`config.mk`:
```
export PLATFORM = sky130hd
export DESIGN_NAME = turbo_iter_sched
export DESIGN_NICKNAME = d
export VERILOG_FILES = /design/src/rtl/itsched_pkg.sv /design/src/rtl/itsched_ctrl.sv /design/src/rtl/itsched_addr.sv /design/src/rtl/itsched_extmem.sv /design/src/rtl/turbo_iter_sched.sv
export SDC_FILE = /design/constraint.sdc
export NUM_CORES = 1
export LEC_CHECK = 0
export ABC_AREA = 1
export BUFFER_PORTS_ARGS = -buffer_cell sky130_fd_sc_hd__buf_2
export CORE_UTILIZATION = 60
export CTS_CLUSTER_DIAMETER = 80
export DETAILED_ROUTE_END_ITERATION = 16
export GPL_TIMING_DRIVEN = 0
export PLACE_DENSITY = 0.78
export SLEW_MARGIN = 20
export SYNTH_ARGS = -nofsm -noshare
export SYNTH_HDL_FRONTEND = slang
export SYNTH_HIERARCHICAL = 1
export SYNTH_SLANG_ARGS = --single-unit
```
`constraint.sdc`:
```
create_clock -name clk -period 6.2 [get_ports clk]
set_input_delay 0.62 -clock clk [delete_from_list [all_inputs] [get_ports clk]]
set_output_delay 0.62 -clock clk [all_outputs]
set_load 0.03 [all_outputs]
```
`src/rtl/itsched_pkg.sv`:
```
package itsched_pkg;

  typedef enum logic [1:0] {
    ST_IDLE   = 2'd0,
    ST_LAUNCH = 2'd1,
    ST_WAIT   = 2'd2,
    ST_FIN    = 2'd3
  } sched_st_e;

  // Requested iteration count forced into 1..maxv.
  function automatic int clamp_limit(int req, int maxv);
    if (req < 1) return 1;
    if (req > maxv) return maxv;
    return req;
  endfunction

  // Symbol index advance with wrap at n.
  function automatic int next_idx(int idx, int n);
    return (idx + 1 >= n) ? 0 : idx + 1;
  endfunction

  // Physical address: natural pass uses the index, permuted pass the table.
  function automatic int map_addr(int idx, int perm_entry, logic natural);
    return natural ? idx : perm_entry;
  endfunction

endpackage

```
`src/rtl/itsched_ctrl.sv`:
```
module itsched_ctrl #(
  parameter int MAX_ITER = 8,
  parameter int IW       = 4
) (
  input  logic          clk,
  input  logic          rst_n,
  input  logic          start_i,
  input  logic [IW-1:0] iter_limit_i,
  input  logic          siso_done_i,
  output logic          busy_o,
  output logic          done_o,
  output logic          siso_start_o,
  output logic          half_o,
  output logic          final_o,
  output logic          active_o,
  output logic          first_pass_o
);
  import itsched_pkg::*;

  sched_st_e     st_q;
  logic          half_q;
  logic [IW-1:0] iter_q;
  logic [IW-1:0] lim_q;

  // Named internal events
  logic start_accept, start_ignored, half_done, last_pass;

  assign start_accept  = (st_q == ST_IDLE) && start_i;
  assign start_ignored = (st_q != ST_IDLE) && start_i;
  assign half_done     = (st_q == ST_WAIT) && siso_done_i;
  assign last_pass     = half_q && (iter_q == lim_q - IW'(1));

  always_ff @(posedge clk or negedge rst_n) begin
    if (!rst_n) begin
      st_q   <= ST_IDLE;
      half_q <= 1'b0;
      iter_q <= '0;
      lim_q  <= IW'(1);
    end else begin
      unique case (st_q)
        ST_IDLE: if (start_i) begin
          lim_q  <= IW'(clamp_limit(int'(iter_limit_i), MAX_ITER));
          iter_q <= '0;
          half_q <= 1'b0;
          st_q   <= ST_LAUNCH;
        end
        ST_LAUNCH: st_q <= ST_WAIT;
        ST_WAIT: if (siso_done_i) begin
          if (last_pass) begin
            st_q <= ST_FIN;
          end else begin
            if (half_q) iter_q <= iter_q + IW'(1);
            half_q <= ~half_q;
            st_q   <= ST_LAUNCH;
          end
        end
        ST_FIN: st_q <= ST_IDLE;
        default: st_q <= ST_IDLE;
      endcase
    end
  end

  assign busy_o       = (st_q != ST_IDLE);
  assign done_o       = (st_q == ST_FIN);
  assign siso_start_o = (st_q == ST_LAUNCH);
  assign active_o     = (st_q == ST_WAIT);
  assign half_o       = half_q;
  assign final_o      = busy_o && last_pass;
  assign first_pass_o = !half_q && (iter_q == '0);

  // launch is a single-cycle pulse
  a_r2_launch_single: assert property (@(posedge clk) disable iff (!rst_n)
    siso_start_o |=> !siso_start_o);
  // every launch is caused by an accepted start or a finished pass
  a_r2_launch_cause: assert property (@(posedge clk) disable iff (!rst_n)
    $rose(siso_start_o) |-> $past(start_accept) || $past(half_done));
  // pass order alternates after every non-final pass
  a_r4_alternate: assert property (@(posedge clk) disable iff (!rst_n)
    (half_done && !last_pass) |=> (half_o != $past(half_o)));
  // completion follows the end of the last natural pass
  a_r6_done_after_last: assert property (@(posedge clk) disable iff (!rst_n)
    done_o |-> $past(half_done && last_pass && half_o));
  // a start while busy leaves the programmed limit alone
  a_r7_start_ignored: assert property (@(posedge clk) disable iff (!rst_n)
    start_ignored |=> $stable(lim_q));
endmodule

```
`src/rtl/itsched_addr.sv`:
```
module itsched_addr #(
  parameter int N_SYM = 16,
  parameter int AW    = 4
) (
  input  logic          clk,
  input  logic          rst_n,
  input  logic          busy_i,
  input  logic          launch_i,
  input  logic          active_i,
  input  logic          half_i,
  input  logic          perm_we_i,
  input  logic [AW-1:0] perm_waddr_i,
  input  logic [AW-1:0] perm_wdata_i,
  input  logic          rd_en_i,
  input  logic          wr_en_i,
  output logic          rd_fire_o,
  output logic          wr_fire_o,
  output logic [AW-1:0] rd_addr_o,
  output logic [AW-1:0] wr_addr_o
);
  import itsched_pkg::*;

  logic [AW-1:0] perm_q [N_SYM];
  logic [AW-1:0] rcnt_q, wcnt_q;
  logic          perm_fire;

  assign perm_fire = perm_we_i && !busy_i;
  assign rd_fire_o = active_i && rd_en_i;
  assign wr_fire_o = active_i && wr_en_i;

  always_ff @(posedge clk or negedge rst_n) begin
    if (!rst_n) begin
      for (int i = 0; i < N_SYM; i++) perm_q[i] <= AW'(i);
    end else if (perm_fire && (int'(perm_waddr_i) < N_SYM)) begin
      perm_q[perm_waddr_i] <= perm_wdata_i;
    end
  end

  always_ff @(posedge clk or negedge rst_n) begin
    if (!rst_n) begin
      rcnt_q <= '0;
      wcnt_q <= '0;
    end else if (launch_i) begin
      rcnt_q <= '0;
      wcnt_q <= '0;
    end else begin
      if (rd_fire_o) rcnt_q <= AW'(next_idx(int'(rcnt_q), N_SYM));
      if (wr_fire_o) wcnt_q <= AW'(next_idx(int'(wcnt_q), N_SYM));
    end
  end

  assign rd_addr_o = AW'(map_addr(int'(rcnt_q), int'(perm_q[rcnt_q]), half_i));
  assign wr_addr_o = AW'(map_addr(int'(wcnt_q), int'(perm_q[wcnt_q]), half_i));

  // indices stay inside the block
  a_r3_idx_range: assert property (@(posedge clk) disable iff (!rst_n)
    (int'(rcnt_q) < N_SYM) && (int'(wcnt_q) < N_SYM));
  // each launch restarts both indices
  a_r3_idx_clear: assert property (@(posedge clk) disable iff (!rst_n)
    launch_i |=> (rcnt_q == '0) && (wcnt_q == '0));
  // indices move only on accepted requests
  a_r9_idx_hold: assert property (@(posedge clk) disable iff (!rst_n)
    (!active_i && !launch_i) |=> $stable(rcnt_q) && $stable(wcnt_q));
endmodule

```
`src/rtl/itsched_extmem.sv`:
```
module itsched_extmem #(
  parameter int N_SYM = 16,
  parameter int AW    = 4,
  parameter int EXT_W = 8
) (
  input  logic             clk,
  input  logic             rst_n,
  input  logic             rd_fire_i,
  input  logic [AW-1:0]    rd_addr_i,
  input  logic             zero_rd_i,
  input  logic             wr_fire_i,
  input  logic [AW-1:0]    wr_addr_i,
  input  logic [EXT_W-1:0] wdata_i,
  output logic [EXT_W-1:0] rdata_o
);
  logic [EXT_W-1:0] mem_q [N_SYM];
  logic [EXT_W-1:0] rdata_q;

  always_ff @(posedge clk or negedge rst_n) begin
    if (!rst_n) begin
      for (int i = 0; i < N_SYM; i++) mem_q[i] <= '0;
    end else if (wr_fire_i && (int'(wr_addr_i) < N_SYM)) begin
      mem_q[wr_addr_i] <= wdata_i;
    end
  end

  always_ff @(posedge clk or negedge rst_n) begin
    if (!rst_n)         rdata_q <= '0;
    else if (rd_fire_i) rdata_q <= zero_rd_i ? '0 : mem_q[rd_addr_i];
  end

  assign rdata_o = rdata_q;

  // first pass sees zero extrinsics
  a_r5_first_zero: assert property (@(posedge clk) disable iff (!rst_n)
    (rd_fire_i && zero_rd_i) |=> (rdata_o == '0));
  // read data holds without a read
  a_r5_hold: assert property (@(posedge clk) disable iff (!rst_n)
    !rd_fire_i |=> $stable(rdata_o));
endmodule

```
`src/rtl/turbo_iter_sched.sv`:
```
module turbo_iter_sched #(
  parameter int N_SYM    = 16,
  parameter int EXT_W    = 8,
  parameter int MAX_ITER = 8,
  localparam int AW      = $clog2(N_SYM),
  localparam int IW      = $clog2(MAX_ITER + 1)
) (
  input  logic             clk,
  input  logic             rst_n,
  input  logic             perm_we_i,
  input  logic [AW-1:0]    perm_waddr_i,
  input  logic [AW-1:0]    perm_wdata_i,
  input  logic             start_i,
  input  logic [IW-1:0]    iter_limit_i,
  output logic             busy_o,
  output logic             done_o,
  output logic             siso_start_o,
  input  logic             siso_done_i,
  output logic             siso_half_o,
  output logic             siso_final_o,
  input  logic             ext_rd_en_i,
  output logic [AW-1:0]    ext_rd_addr_o,
  output logic [EXT_W-1:0] ext_rdata_o,
  input  logic             ext_wr_en_i,
  input  logic [EXT_W-1:0] ext_wdata_i,
  output logic [AW-1:0]    ext_wr_addr_o
);
  logic active, first_pass, rd_fire, wr_fire;

  itsched_ctrl #(.MAX_ITER(MAX_ITER), .IW(IW)) ctrl_i (
    .clk(clk), .rst_n(rst_n), .start_i(start_i), .iter_limit_i(iter_limit_i),
    .siso_done_i(siso_done_i), .busy_o(busy_o), .done_o(done_o),
    .siso_start_o(siso_start_o), .half_o(siso_half_o), .final_o(siso_final_o),
    .active_o(active), .first_pass_o(first_pass)
  );

  itsched_addr #(.N_SYM(N_SYM), .AW(AW)) addr_i (
    .clk(clk), .rst_n(rst_n), .busy_i(busy_o), .launch_i(siso_start_o),
    .active_i(active), .half_i(siso_half_o), .perm_we_i(perm_we_i),
    .perm_waddr_i(perm_waddr_i), .perm_wdata_i(perm_wdata_i),
    .rd_en_i(ext_rd_en_i), .wr_en_i(ext_wr_en_i),
    .rd_fire_o(rd_fire), .wr_fire_o(wr_fire),
    .rd_addr_o(ext_rd_addr_o), .wr_addr_o(ext_wr_addr_o)
  );

  itsched_extmem #(.N_SYM(N_SYM), .AW(AW), .EXT_W(EXT_W)) mem_i (
    .clk(clk), .rst_n(rst_n), .rd_fire_i(rd_fire), .rd_addr_i(ext_rd_addr_o),
    .zero_rd_i(first_pass), .wr_fire_i(wr_fire), .wr_addr_i(ext_wr_addr_o),
    .wdata_i(ext_wdata_i), .rdata_o(ext_rdata_o)
  );

  // busy spans the decode and ends with the completion pulse
  a_r7_busy_fall: assert property (@(posedge clk) disable iff (!rst_n)
    $fell(busy_o) |-> $past(done_o));
  // the final flag only appears on natural passes
  a_r6_final_natural: assert property (@(posedge clk) disable iff (!rst_n)
    siso_final_o |-> siso_half_o);
endmodule

```
-- Word-level counts from Yosys, hierarchy flattened
Cells that the tools add are included.
- register bits after elaboration: 219
- bits of input ports: 27
- output and inout bits: 21
- logic and storage cells: 136
- add/subtract/negate cells: 4
- $lt $le $gt $ge: 11
- equality and inequality tests: 8
- multiplexer cells: 48
- bitwise operators: 6
- reduce and logical (&&, ||, !) cells: 20
- operator list (kind ; number):
    bitwise mux 128 bit ; 1
    2-to-1 mux 4 bit ; 20
    bitwise mux 64 bit ; 1
    >= comparator 5 bit (second input constant) ; 7
    binary-select mux 4 bit (select 4 bit) ; 2
    binary-select mux 8 bit (select 4 bit) ; 1
    demux 8 bit (select 4 bit) ; 1
    2-to-1 mux 8 bit ; 4
    NOT 4 -> 5 bit ; 5
    demux 4 bit (select 4 bit) ; 1
    2-to-1 mux 1 bit ; 11
    adder 4 x 1 -> 5 bit (second input constant) ; 2
    < comparator 5 x 1 -> 1 bit (second input constant) ; 2
    logical AND 1 bit ; 8
    inequality test 2 bit (second input constant) ; 4
    case mux 2 bit (4 select lines) ; 1
    case mux 4 bit (2 select lines) ; 1
    nonzero test 2 bit ; 4
    2-to-1 mux 2 bit ; 3
    AND reduction 5 bit ; 1
    adder 4 x 1 -> 4 bit (second input constant) ; 1
    == test 2 bit (second input constant) ; 2
    == test 4 bit ; 1
    greater-than comparator 4 bit (second input constant) ; 1
    other kinds (10) ; 12

-- Depth between registers and ports, before layout
Gate-level depths: netlist of run 1.
- depth in word-level cells: 11
- depth in mapped cells: 19
- gate-level depth less buffers: 16

-- Cells and area by module
The synthesis of run 1 kept the hierarchy.
- modules (own cells, without submodules) (module ; times used ; cells each ; area an instance (um^2) ; seq. area each (um^2)):
    itsched_extmem ; 1 ; 881 ; 6625.1 ; 3403.3
    itsched_addr ; 1 ; 590 ; 4156.5 ; 1841.8
    itsched_ctrl ; 1 ; 101 ; 721.9 ; 276.5

-- Worst setup path before layout of run 1
Ideal clock, no wire load.
- kind: flip-flop to flip-flop
- start: register addr_i.rcnt_q[0]
- end: register mem_i.rdata_q[0] (netlist: mem_i/rdata_o[0])
- setup time: 0.065 ns
- arrival: 2.532 ns
- required time: 6.135 ns
- path slack: 3.603 ns
- stages on the path, launching flop included: 19
- path buffers: 5
- period minus slack after synthesis: 2.597 ns
- path through: dfrtp_1 -> buf_4 -> buf_4 -> nand2_1 -> nand3_1 -> a21oi_1 -> nor2_1 -> a21oi_1 -> buf_4 -> inv_1 -> buf_2 -> buf_4 -> nand2_1 -> nand3_1 -> nand3_1 -> nand3_1 -> nand2_1 -> nand2_1 -> nand2_1
- longest elaborated chain between the ends: 10
- RTL lines (element ; line ; text):
    start: declaration ; itsched_addr.sv:24 ; logic [AW-1:0] rcnt_q, wcnt_q;
    start signal: assignment ; itsched_addr.sv:47 ; if (rd_fire_o) rcnt_q <= AW'(next_idx(int'(rcnt_q), N_SYM));
    NOT 4 -> 5 bit (not written as such) ; itsched_addr.sv:52 ; assign rd_addr_o = AW'(map_addr(int'(rcnt_q), int'(perm_q[rcnt_q]), half_i));
    binary-select mux 4 bit (select 4 bit) ; itsched_addr.sv:52 ;
    2-to-1 mux 4 bit (not written as such) (2 in series) ; itsched_addr.sv:52 ;
    2-to-1 mux 4 bit * ; itsched_pkg.sv:24 ; return natural ? idx : perm_entry;
    named net ext_rd_addr_o[0] ; turbo_iter_sched.sv:22 ; output logic [AW-1:0] ext_rd_addr_o,
    NOT 4 -> 5 bit (not written as such) * ; itsched_extmem.sv:29 ; else if (rd_fire_i) rdata_q <= zero_rd_i ? '0 : mem_q[rd_addr_i];
    binary-select mux 8 bit (select 4 bit) * ; itsched_extmem.sv:29 ;
    2-to-1 mux 8 bit (not written as such) * (2 in series) ; itsched_extmem.sv:29 ;
    2-to-1 mux 8 bit * ; itsched_extmem.sv:29 ;
    end signal: assignment ; itsched_extmem.sv:29 ;
    end: declaration ; itsched_extmem.sv:17 ; logic [EXT_W-1:0] rdata_q;
The timed path passes the listed nets; every way through them passes the cells marked *. The select of a mux whose other input is x is not followed.
A chain may end at the register's enable or synchronous reset.

-- Worst setup path after layout of run 1
- start: register addr_i.rcnt_q[1]
- end: register mem_i.rdata_q[3] (netlist: mem_i/rdata_o[3])
- longest elaborated chain between the ends: 10
- RTL lines (element ; line):
    NOT 4 -> 5 bit (not written as such) ; itsched_addr.sv:52
    binary-select mux 4 bit (select 4 bit) ; itsched_addr.sv:52
    2-to-1 mux 4 bit (not written as such) (2 in series) ; itsched_addr.sv:52
    2-to-1 mux 4 bit * ; itsched_pkg.sv:24
    NOT 4 -> 5 bit (not written as such) * ; itsched_extmem.sv:29
    binary-select mux 8 bit (select 4 bit) * ; itsched_extmem.sv:29
    2-to-1 mux 8 bit (not written as such) * (2 in series) ; itsched_extmem.sv:29
    2-to-1 mux 8 bit * ; itsched_extmem.sv:29
Mark *: on every way between the ends. The rest lies on a longest branch, timed or not. The select of a mux whose other input is x is not followed.

==> results of run 1 <==
-- kinds of logic (layout without fill, tap and decap cells) --
logic type	count (synthesis)	count (layout)	synth area share, %
flops	219	219	48.0
simple gates	788	788	28.7
fa+ha+maj	5	5	0.544
buf+inv	277	362	10.1
xor+xnor	2	2	0.152
compound gates	281	281	12.5
-- path summary, 6_finish.rpt --
kind / from / to / slack [ns] / cells after the start
min in group clk: iter_limit_i[1] / ctrl_i/lim_q[1]$_DFFE_PN0P_ / 0.37 / 3
hold reg to reg: mem_i/rdata_o[3]$_DFFE_PN0P_ / mem_i/rdata_o[3]$_DFFE_PN0P_ / 0.47 / 2
setup / recovery: addr_i/rcnt_q[1]$_DFFE_PN0P_ / mem_i/rdata_o[3]$_DFFE_PN0P_ / 2.75 / 16
setup reg to reg: addr_i/rcnt_q[1]$_DFFE_PN0P_ / mem_i/rdata_o[3]$_DFFE_PN0P_ / 2.75 / 16
max in group asynchronous: rst_n / addr_i/perm_q[33]$_DFFE_PN1P_ / 5.31 / 2
hold / removal: rst_n / mem_i/mem_q[74]$_DFFE_PN0P_ / 0.02 / 1
-- cells in the mapped netlist --
cell,number,area (µm²)
buf_1,10,37.5
nor3_2,2,20.0
o21ai_0,226,1130
a21oi_1,30,150
ha_1,5,62.6
o21ai_1,8,40.0
a31oi_1,2,12.5
xor2_1,1,8.76
nor2_1,56,210
nand4_1,8,50.1
inv_2,6,22.5
dfrtp_1,186,4650
o22ai_1,4,25.0
nand3_1,157,786
nand3b_1,1,7.51
inv_1,192,721
nand2_2,3,18.8
buf_6,2,22.5
o21bai_1,1,7.51
clkbuf_1,20,75.1
nor3_4,3,48.8
buf_2,25,125
nor2_4,5,56.3
o21ai_2,1,8.76
nand3_2,1,10.0
o211ai_1,6,45.0
a211oi_1,1,7.51
or2_0,1,6.26
nand2_1,547,2050
nor2_2,2,12.5
nor3_1,1,5.00
xnor2_1,1,8.76
a22oi_1,2,15.0
nand3_4,1,17.5
dfstp_2,33,867
clkinv_1,3,11.3
buf_4,19,143
-- layer usage --
| metal | share of wire, % | vias to the layer above | wire [µm] | global-route usage [%] |
|---|---|---|---|---|
| li1 | - | 5127 | - | - |
| met1 | 41 | 5010 | 14000 | 45.0 |
| met2 | 48 | 469 | 16400 | 61.1 |
| met3 | 5.9 | 95 | 2000 | 4.41 |
| met4 | 4.5 | 0 | 1510 | 15.6 |
| met5 | 0 | - | 0 | 0 |
-- area by class of cell --
type / instances / area [µm²] / area share (%)
clock inverter: 10 / 111 / 0.865
multi-input combinational: 1076 / 4820 / 37.5
tap: 234 / 293 / 2.28
clock buffer: 34 / 699 / 5.44
inverter: 201 / 754 / 5.86
sequential: 219 / 5520 / 42.9
buffer: 76 / 403 / 3.13
timing repair buffer: 41 / 260 / 2.02
-- power by group through the flow --
stage                     combinational, mW  clock, mW  sequential [mW]
final                                  3.85       1.46             2.29
after floorplan                        2.60          0             2.22
after detailed placement               3.73          0             2.30
after global placement                 3.67          0             2.28
after global routing                   4.23       1.53             2.34
after CTS                              3.75       1.48             2.28
-- critical path, delay by kind of cell (launching register included) --
| kind | cells | cell delay (ns) |
|---|---|---|
| buf+inv | 4 | 1.38 |
| simple gates | 11 | 1.27 |
| compound gates | 1 | 0.33 |
| flops | 1 | 0.35 |
-- sequential cells by signal, indices dropped and copies added, names as in the netlist --
signal / count
ctrl_i/st_q: 2
mem_i/rdata_o: 8
ctrl_i/lim_q: 4
ctrl_i/half_o: 1
addr_i/wcnt_q: 4
addr_i/perm_q: 64
addr_i/rcnt_q: 4
mem_i/mem_q: 128
ctrl_i/iter_q: 4
-- stage by stage --
| stage | instances | util [%] |
|---|---|---|
| floorplan | 1572 | - |
| global placement | 1845 | 63.9 |
| detailed placement | 1847 | 64.2 |
| CTS | 1891 | 68.6 |
| global route | 1891 | 68.6 |
| finish | 1891 | 68.6 |
==> results.sh, run 1 <==
export IMPL_outcome="finished, final reports clean"
export IMPL_cts_resized=0
export IMPL_maxCapViolations=0
export IMPL_fin_ws_ns=2.75
export IMPL_swShare_pct=47.5
export IMPL_clockBufferDepth=3
export IMPL_fin_area_um2=12900
export IMPL_cp_max_fo=10
export IMPL_die_area_um2=19700
export IMPL_critical_path_arrival_ns=3.86
export IMPL_cp_start_kind="flip-flop"
export IMPL_path_clk_slew_ns=0.06
export IMPL_synth_area_um2=11500
export IMPL_max_freq_mhz=290
export IMPL_start_util_pct=61.3
export IMPL_io_pins=48
export IMPL_numCtsBuffers=24
export IMPL_cts_tree="built"
export IMPL_die_width_um=140
export IMPL_antenna_found_initial=0
export IMPL_drc=0
export IMPL_comb_power_share_pct=50.7
export IMPL_pwr_share_seq_pct=30.2
export IMPL_cts_sinks=219
export IMPL_wl_per_cell_um=17.9
export IMPL_gr_total_overflow=0
export IMPL_synthCells=1572
export IMPL_port_buffers=39
export IMPL_final_common_cell="nand2_1"
export IMPL_firstDrtPassIters=6
export IMPL_hold_ws_ns=0.0212
export IMPL_row_count=50
export IMPL_post_place_ws_ns=2.93
export IMPL_synth_cell_types=37
export IMPL_power_share_clock_pct=19.2
export IMPL_period_needed_ns=3.45
export IMPL_coreArea_um2=18800
export IMPL_dpl_cell_area_um2=12100
export IMPL_clk_latency_ns=0.52
export IMPL_via_per_inst=5.66
export IMPL_syn_to_final_growth_pct=11.9
export IMPL_switchingPower_mw=3.61
export IMPL_grt_setup_unrepaired="false"
export IMPL_h_tree_depth=1
export IMPL_p_int_mw=3.99
export IMPL_finalClockSkew_ns=0.0158
export IMPL_worst_ep_required_time_ns=6.61
export IMPL_grt_pass1_wl_um=54000
export IMPL_nNetsFinal=1671
export IMPL_n_antenna_cell=0
export IMPL_powerDensity_nw_per_um2=590
export IMPL_period_share_pct=55.6
export IMPL_holdBufCountCts=0
export IMPL_setup_tns_ns=0
export IMPL_wirelength_um=33900
export IMPL_cp_cell_sequence="buf_4, clkinv_1, nand3_1, nand3_1, nand2_1, nor2_1, a21oi_1, buf_4, clkbuf_1, nand2_1, nand3_1, nand3_1, nand3_1, nand2_1, nand2_1, nand2_1"
export IMPL_dp_hpwl_um=24500
export IMPL_die_h_um=140
export IMPL_place_gp_congestion=1.06
export IMPL_slew_violations=0
export IMPL_grt_usage_pct=35.4
export IMPL_cp_end_kind="flip-flop"
export IMPL_yosys_warnings=6
export IMPL_tightest_slew_ns=0.687
export IMPL_synth_nets=1604
export IMPL_vdd_drop_max_mv=0.353
export IMPL_cp_slowest_cell="clkbuf_1"
export IMPL_setup_viol=0
export IMPL_final_cell_mix="nand2_1 (547), o21ai_0 (226), inv_1 (192), dfrtp_1 (186), nand3_1 (157)"
export IMPL_antenna_left=0
export IMPL_total_power_mw=7.60
export IMPL_vias=10701
export IMPL_root_buffer="clkbuf_16"
export IMPL_fillCellCount=1586
export IMPL_leakagePower_nw=6.30
export IMPL_ys_ff_latch=219
export IMPL_post_cts_buffers=0
export IMPL_relSlewSlack_pct=54.2
export IMPL_postSynthAreaPerCell_um2=7.32
export IMPL_critical_path_max_stage_delay_ns=0.55
export IMPL_layout_drive_gt1_share_pct=11.0
export IMPL_finalHoldViolCount=0
export IMPL_drtIter0Drc=1082
export IMPL_grt_pass1_vias=10176
export IMPL_synth_seq_area_share_pct=48.0
export IMPL_hp_class="in2async"
export IMPL_grt_max_degree=96
export IMPL_criticalPathCategory="reg2reg"
(Power assumes the default switching activity.)
==> run 2, diff against run 1 <==
--- a/config.mk
+++ b/config.mk
@@ -5,7 +5,7 @@
 export SDC_FILE = /design/constraint.sdc
 export NUM_CORES = 1
 export LEC_CHECK = 0
-export ABC_AREA = 1
+export ABC_AREA = 0
 export BUFFER_PORTS_ARGS = -buffer_cell sky130_fd_sc_hd__buf_2
 export CORE_UTILIZATION = 60
 export CTS_CLUSTER_DIAMETER = 80
==> constraint.sdc (replaced) <==
create_clock -name clk -period 3.2 [get_ports clk]
set_input_delay 0.32 -clock clk [delete_from_list [all_inputs] [get_ports clk]]
set_output_delay 0.32 -clock clk [all_outputs]
set_load 0.03 [all_outputs]
==> results.sh, run 2 <==
export IMPL_synth_area_um2=11200
export IMPL_powerDensity_nw_per_um2=973
export IMPL_ys_ff_latch=219
export IMPL_port_buffers=47
export IMPL_maxCapViolations=0
export IMPL_n_antenna_cell=0
export IMPL_timing_rr_end="mem_i/rdata_o[5]$_DFFE_PN0P_"
export IMPL_row_count=49
export IMPL_wirelength_um=28100
export IMPL_p_int_mw=7.88
export IMPL_synth_edf_count=0
export IMPL_critPathLaunch="addr_i/rcnt_q[1]$_DFFE_PN0P_"
export IMPL_ys_async_sr_fraction_pct=100
export IMPL_synth_nets=851
export IMPL_setup_tns_ns=0
export IMPL_dp_hpwl_um=19000
export IMPL_critical_path_arrival_ns=3.47
export IMPL_yosys_warnings=6
export IMPL_syn_to_final_growth_pct=14.0
export IMPL_numCtsBuffers=23
export IMPL_postSynthAreaPerCell_um2=13.7
export IMPL_r2r_start="addr_i/rcnt_q[1]$_DFFE_PN0P_"
export IMPL_largest_reg_flops=128
export IMPL_final_util_pct=70.4
export IMPL_synthCells=819
export IMPL_gr_total_overflow=0
export IMPL_vias=7357
export IMPL_finalHoldViolCount=0
export IMPL_nNetsFinal=930
export IMPL_period_needed_ns=3.12
export IMPL_synth_flop_cell="dfrtp_1"
export IMPL_clockBufferDepth=3
export IMPL_coreArea_um2=18100
export IMPL_hp_class="in2reg"
export IMPL_synthDominantCellAreaShare_pct=41.6
export IMPL_grt_pass1_vias=7783
export IMPL_via_per_inst=6.45
export IMPL_die_h_um=139
export IMPL_synth_cell_types=62
export IMPL_io_pins=48
export IMPL_cp_end_kind="flip-flop"
export IMPL_grt_usage_pct=29.9
export IMPL_final_cell_mix="dfrtp_1 (186), mux2_2 (160), mux2i_1 (72), buf_2 (49), nand2_1 (41)"
export IMPL_outcome="complete, but fails checks"
export IMPL_cts_sinks=219
export IMPL_path_clk_slew_ns=0.06
export IMPL_grt_setup_unrepaired="false"
export IMPL_yosys_cell_count_top_type="dfrtp_1"
export IMPL_synth_common_cells="dfrtp_1 (186), mux2_2 (160), mux2i_1 (72), nand2_1 (42)"
export IMPL_relSlewSlack_pct=50.9
export IMPL_period_share_pct=97.6
export IMPL_finalClockSkew_ns=0.00893
export IMPL_cp_start_kind="flip-flop"
export IMPL_die_area_um2=19200
export IMPL_rr_worst_depth=11
export IMPL_final_common_cell="dfrtp_1"
export IMPL_synth_seq_area_share_pct=49.3
export IMPL_setup_viol=0
export IMPL_top_register="mem_i/mem_q"
export IMPL_start_util_pct=61.7
export IMPL_leakagePower_nw=5.80
export IMPL_place_gp_congestion=0.934
export IMPL_dpl_cell_area_um2=11800
export IMPL_fin_area_um2=12800
export IMPL_drc=6
export IMPL_clk_latency_ns=0.51
export IMPL_cts_tree="built"
export IMPL_vdd_drop_max_mv=0.657
export IMPL_hold_ws_ns=0.0715
export IMPL_comb_power_share_pct=43.2
export IMPL_tightest_slew_ns=0.734
export IMPL_drtIter0Drc=552
export IMPL_layout_drive_gt1_share_pct=44.3
export IMPL_cp_max_fo=10
export IMPL_yosys_top_cells_area="dfrtp_1 (42%), mux2_2 (16%), dfstp_2 (7.7%)"
export IMPL_swShare_pct=36.6
export IMPL_criticalPathCategory="reg2reg"
export IMPL_die_width_um=139
export IMPL_max_freq_mhz=320
export IMPL_antenna_left=0
export IMPL_crit_end="mem_i/rdata_o[5]$_DFFE_PN0P_"
export IMPL_synth_area_leader_cell="dfrtp_1"
export IMPL_slew_violations=0
export IMPL_antenna_found_initial=0
export IMPL_firstDrtPassIters=11
export IMPL_violations="DRC"
export IMPL_rrSetupSlack_ns=0.08
export IMPL_grt_max_degree=96
export IMPL_h_tree_depth=1
export IMPL_switchingPower_mw=4.55
export IMPL_total_power_mw=12.4
export IMPL_power_share_clock_pct=20.8
export IMPL_pwr_share_seq_pct=36.0
export IMPL_root_buffer="clkbuf_16"
export IMPL_worst_ep_required_time_ns=3.54
export IMPL_grt_pass1_wl_um=44100
export IMPL_wl_per_cell_um=24.6
## run 2: metal layers
metal,GRT usage (%),vias to the layer above,share of wire [%]
li1,-,3184,-
met1,37.5,3777,41
met2,51.4,303,49
met3,4.49,93,5.3
met4,13.9,0,4.8
met5,0,-,0
## run 2: logic make-up after synthesis
kind of cell | count (synthesis) | share of synthesized area (%)
AOI/OAI and AO/OA | 78 | 5.06
xor gates and xnor gates | 8 | 0.626
muxes | 299 | 34.0
adders and majority gates | 5 | 0.559
buffers and inverters | 71 | 3.13
and+or+nand+nor | 139 | 7.37
DFF | 219 | 49.3
## run 2: worst max-delay path, cell delays in order (launching register included)
cell and delay (ns):
dfrtp_1 0.35, clkbuf_4 0.25, buf_4 0.26, mux4_2 0.54, o221ai_2 0.22, o31ai_4 0.17
nor2b_1 0.14, clkbuf_2 0.26, buf_4 0.28, a22oi_1 0.12, nand3_1 0.19, o221ai_1 0.17
## run 2: repair_timing
item | 4_1_cts | 5_1_grt
gates resized for setup | 25 | 13
hold buffers | 2 | 0
hold endpoints to repair | 44 | 0
setup buffers | 5 | 1
pin swaps | 6 | 1
setup endpoints to repair | 140 | 111
## run 2: how the worst min path moves through the flow
stage / from / end / slack, ns / cells after the start
after global placement: mem_i/mem_q[14]$_DFFE_PN0P_ / mem_i/mem_q[14]$_DFFE_PN0P_ / 0.49 / 1
final: iter_limit_i[1] / ctrl_i/lim_q[1]$_DFFE_PN0P_ / 0.07 / 3
after CTS: iter_limit_i[1] / ctrl_i/lim_q[1]$_DFFE_PN0P_ / 0.06 / 3
after detailed placement: rst_n / mem_i/mem_q[45]$_DFFE_PN0P_ / 0.24 / 1
after floorplan: rst_n / addr_i/perm_q[12]$_DFFE_PN0P_ / 0.02 / 0
after global routing: iter_limit_i[2] / ctrl_i/lim_q[2]$_DFFE_PN0P_ / 0.08 / 3
## run 2: stage by stage
step	worst slack [ns]	instances
3_5_place_dp	-0.875	1097
2_1_floorplan	0.0603	819
4_1_cts	-0.0388	1142
6_report	0.0763	1140
3_3_place_gp	-1.56	1095
5_1_grt	0.00964	1140
## run 2: layout make-up
type | count | area, µm²
Inverter | 18 | 67.6
Clock buffer | 35 | 681
Fill cell | 1205 | 5380
Clock inverter | 3 | 43.8
Buffer | 50 | 319
Tap cell | 229 | 287
Sequential cell | 219 | 5520
Multi-Input combinational cell | 529 | 5410
Timing Repair Buffer | 57 | 440
## run 2: power by group through the flow
stage / Combinational [mW] / Clock, mW / Sequential, mW
4_1_cts: 5.25 / 2.62 / 4.44
5_1_grt: 5.66 / 2.72 / 4.57
6_report: 5.37 / 2.58 / 4.47
3_3_place_gp: 4.92 / 0 / 4.38
2_1_floorplan: 3.86 / 0 / 4.29
3_5_place_dp: 5.07 / 0 / 4.48
==> run 3, diff against run 2 <==
--- a/config.mk
+++ b/config.mk
@@ -7,11 +7,14 @@
 export LEC_CHECK = 0
 export ABC_AREA = 0
 export BUFFER_PORTS_ARGS = -buffer_cell sky130_fd_sc_hd__buf_2
-export CORE_UTILIZATION = 60
+export CELL_PAD_IN_SITES_DETAIL_PLACEMENT = 1
+export CELL_PAD_IN_SITES_GLOBAL_PLACEMENT = 1
+export CORE_ASPECT_RATIO = 1.25
+export CORE_UTILIZATION = 52
 export CTS_CLUSTER_DIAMETER = 80
 export DETAILED_ROUTE_END_ITERATION = 16
 export GPL_TIMING_DRIVEN = 0
-export PLACE_DENSITY = 0.78
+export PLACE_DENSITY_LB_ADDON = 0.1
 export SLEW_MARGIN = 20
 export SYNTH_ARGS = -nofsm -noshare
 export SYNTH_HDL_FRONTEND = slang
==> results.sh, run 3 (synthesized netlist as in run 2, its figures left out) <==
export IMPL_powerDensity_nw_per_um2=979
export IMPL_antenna_found_initial=0
export IMPL_h_tree_depth=1
export IMPL_crit_cells=10
export IMPL_cp_max_fo=10
export IMPL_vias=7249
export IMPL_cts_sinks=219
export IMPL_gr_total_overflow=0
export IMPL_largest_reg_flops=128
export IMPL_period_share_pct=99.7
export IMPL_layoutNonFillerInstCount=1194
export IMPL_grt_use_met3_pct=3.05
export IMPL_min_to="ctrl_i/lim_q[0]$_DFFE_PN1P_"
export IMPL_grt_pass1_vias=8252
export IMPL_rr_worst_depth=10
export IMPL_wl_per_cell_um=26.0
export IMPL_coreArea_um2=21000
export IMPL_start_util_pct=53.4
export IMPL_hold_path_depth=3
export IMPL_maxCapViolations=0
export IMPL_die_h_um=166
export IMPL_vdd_drop_max_mv=0.517
export IMPL_period_needed_ns=3.19
export IMPL_port_buffers=47
export IMPL_grtUsageMet1_pct=34.6
export IMPL_syn_to_final_growth_pct=16.1
export IMPL_worst_ep_required_time_ns=3.60
export IMPL_clockBufferDepth=3
export IMPL_fillCellCount=2051
export IMPL_die_area_um2=22100
export IMPL_critical_path_max_stage_delay_ns=0.38
export IMPL_power_share_clock_pct=21.9
export IMPL_critical_path_arrival_ns=3.59
export IMPL_final_util_pct=62.0
export IMPL_max_freq_mhz=313
export IMPL_setup_tns_ns=0
export IMPL_cp_end_kind="flip-flop"
export IMPL_timing_rr_end="mem_i/mem_q[15]$_DFFE_PN0P_"
export IMPL_firstDrtPassIters=4
export IMPL_wirelength_um=31000
export IMPL_tightest_slew_ns=0.951
export IMPL_switchingPower_mw=4.72
export IMPL_row_count=59
export IMPL_swShare_pct=37.1
export IMPL_hp_class="in2reg"
export IMPL_path_clk_slew_ns=0.06
export IMPL_cts_tree="built"
export IMPL_cp_cell_sequence="clkbuf_2, clkbuf_4, mux4_2, mux2i_1, o21ai_1, buf_6, nand2b_4, nor2_1, nand2_1, mux2_2"
export IMPL_r2r_start="addr_i/wcnt_q[1]$_DFFE_PN0P_"
export IMPL_top_usage_layer="met2"
export IMPL_drc=0
export IMPL_cp_slowest_cell="mux2_2"
export IMPL_layout_drive_gt1_share_pct=46.3
export IMPL_grt_usage_pct=29.4
export IMPL_setup_viol=0
export IMPL_fin_ws_ns=0.0102
export IMPL_path_buf_inv=3
export IMPL_final_common_cell="dfrtp_1"
export IMPL_post_place_ws_ns=-0.957
export IMPL_die_width_um=133
export IMPL_grt_max_degree=101
export IMPL_leakagePower_nw=5.87
export IMPL_drtIter0Drc=399
export IMPL_rrSetupSlack_ns=0.01
export IMPL_outcome="finished, final reports clean"
export IMPL_place_gp_congestion=0.883
export IMPL_pwr_share_seq_pct=35.2
export IMPL_numCtsBuffers=24
export IMPL_p_int_mw=8.01
export IMPL_via_per_inst=6.07
export IMPL_io_pins=48
export IMPL_clk_latency_ns=0.53
export IMPL_grt_pass1_wl_um=49500
export IMPL_n_antenna_cell=0
export IMPL_antenna_left=0
export IMPL_root_buffer="clkbuf_16"
export IMPL_finalHoldViolCount=0
export IMPL_place_inst=1142
export IMPL_dp_hpwl_um=21400
export IMPL_cp_start_kind="flip-flop"
export IMPL_grtUsageMet2_pct=54.0
export IMPL_top_register="mem_i/mem_q"
export IMPL_path_delay_family="multiplexers"
export IMPL_final_cell_mix="dfrtp_1 (186), mux2_2 (160), mux2i_1 (69), buf_2 (51), nand2_1 (41)"
export IMPL_finalClockSkew_ns=0.0126
export IMPL_criticalPathCategory="reg2reg"
export IMPL_relSlewSlack_pct=36.5
export IMPL_min_delay_start="iter_limit_i[0]"
export IMPL_comb_power_share_pct=43.0
export IMPL_slew_violations=0
export IMPL_nNetsFinal=934
[run 3: cell types whose count changed in the layout (fill, tap and decap cells not counted), moves of 3 or more]
| cell | before | now |
|---|---|---|
| clkinv_2 | 1 | 6 |
| clkinvlp_4 | 0 | 3 |
| buf_12 | 6 | 9 |
| mux2i_2 | 0 | 3 |
| mux2i_1 | 72 | 69 |
| clkbuf_1 | 25 | 20 |
| nand3_1 | 16 | 12 |
| clkbuf_2 | 6 | 3 |
| nand3_2 | 1 | 5 |
[run 3: what timing repair did]
| action | 4_1_cts | 5_1_grt |
|---|---|---|
| endpoints found under the setup margin | 141 | 64 |
| buffers inserted | 5 | 4 |
| hold endpoints to repair | 42 | 0 |
| pin swaps | 4 | 4 |
| hold buffers | 2 | 0 |
| resized for setup | 36 | 12 |
[run 3: power by group through the flow]
stage | registers, mW | logic (mW) | clock network (mW)
floorplan | 4.29 | 3.86 | 0
global placement | 4.38 | 5.04 | 0
detailed placement | 4.49 | 5.19 | 0
CTS | 4.46 | 5.42 | 2.83
global route | 4.59 | 5.84 | 2.95
finish | 4.48 | 5.47 | 2.78
[run 3: layout make-up]
| class | instances | area [µm²] | share of cell area, % |
|---|---|---|---|
| timing repair buffer | 60 | 500 | 3.85 |
| tap | 274 | 343 | 2.64 |
| clock inverter | 11 | 98.8 | 0.760 |
| multi-input combinational | 529 | 5440 | 41.8 |
| inverter | 18 | 67.6 | 0.519 |
| buffer | 50 | 322 | 2.47 |
| clock buffer | 33 | 714 | 5.49 |
| sequential | 219 | 5520 | 42.4 |
[run 3: worst max-delay path by stage]
| stage | startpoint | to | slack (ns) |
|---|---|---|---|
| finish | addr_i/wcnt_q[1]$_DFFE_PN0P_ | mem_i/mem_q[15]$_DFFE_PN0P_ | 0.01 |
| global route | addr_i/wcnt_q[1]$_DFFE_PN0P_ | mem_i/mem_q[9]$_DFFE_PN0P_ | -0.04 |
| CTS | addr_i/wcnt_q[1]$_DFFE_PN0P_ | mem_i/mem_q[110]$_DFFE_PN0P_ | 0.0003 |
| detailed placement | addr_i/rcnt_q[1]$_DFFE_PN0P_ | mem_i/rdata_o[1]$_DFFE_PN0P_ | -0.96 |
| global placement | rst_n | addr_i/perm_q[18]$_DFFE_PN0P_ | -1.65 |
| floorplan | addr_i/wcnt_q[1]$_DFFE_PN0P_ | mem_i/mem_q[32]$_DFFE_PN0P_ | 0.06 |
[run 3: through the flow]
step | power, mW | hold slack (ns) | instance area (µm²)
after CTS | 12.7 | 0.0573 | 12900
after global routing | 13.4 | 0.0761 | 13000
final | 12.7 | 0.0588 | 13000
after global placement | 9.42 | 0.486 | 11800
after floorplan | 8.15 | 0.0244 | 11200
after detailed placement | 9.68 | 0.237 | 11800
[run 3: routing by layer]
layer | share of wire, % | wire, µm
met2 | 54 | 16900
met5 | 0 | 0
met4 | 4.3 | 1330
met3 | 3.0 | 934
met1 | 38 | 11800
[run 3: worst min-delay path, stage by stage]
cell,delay [ns]
buf_2,0.09
nor2_1,0.09
o31ai_1,0.07
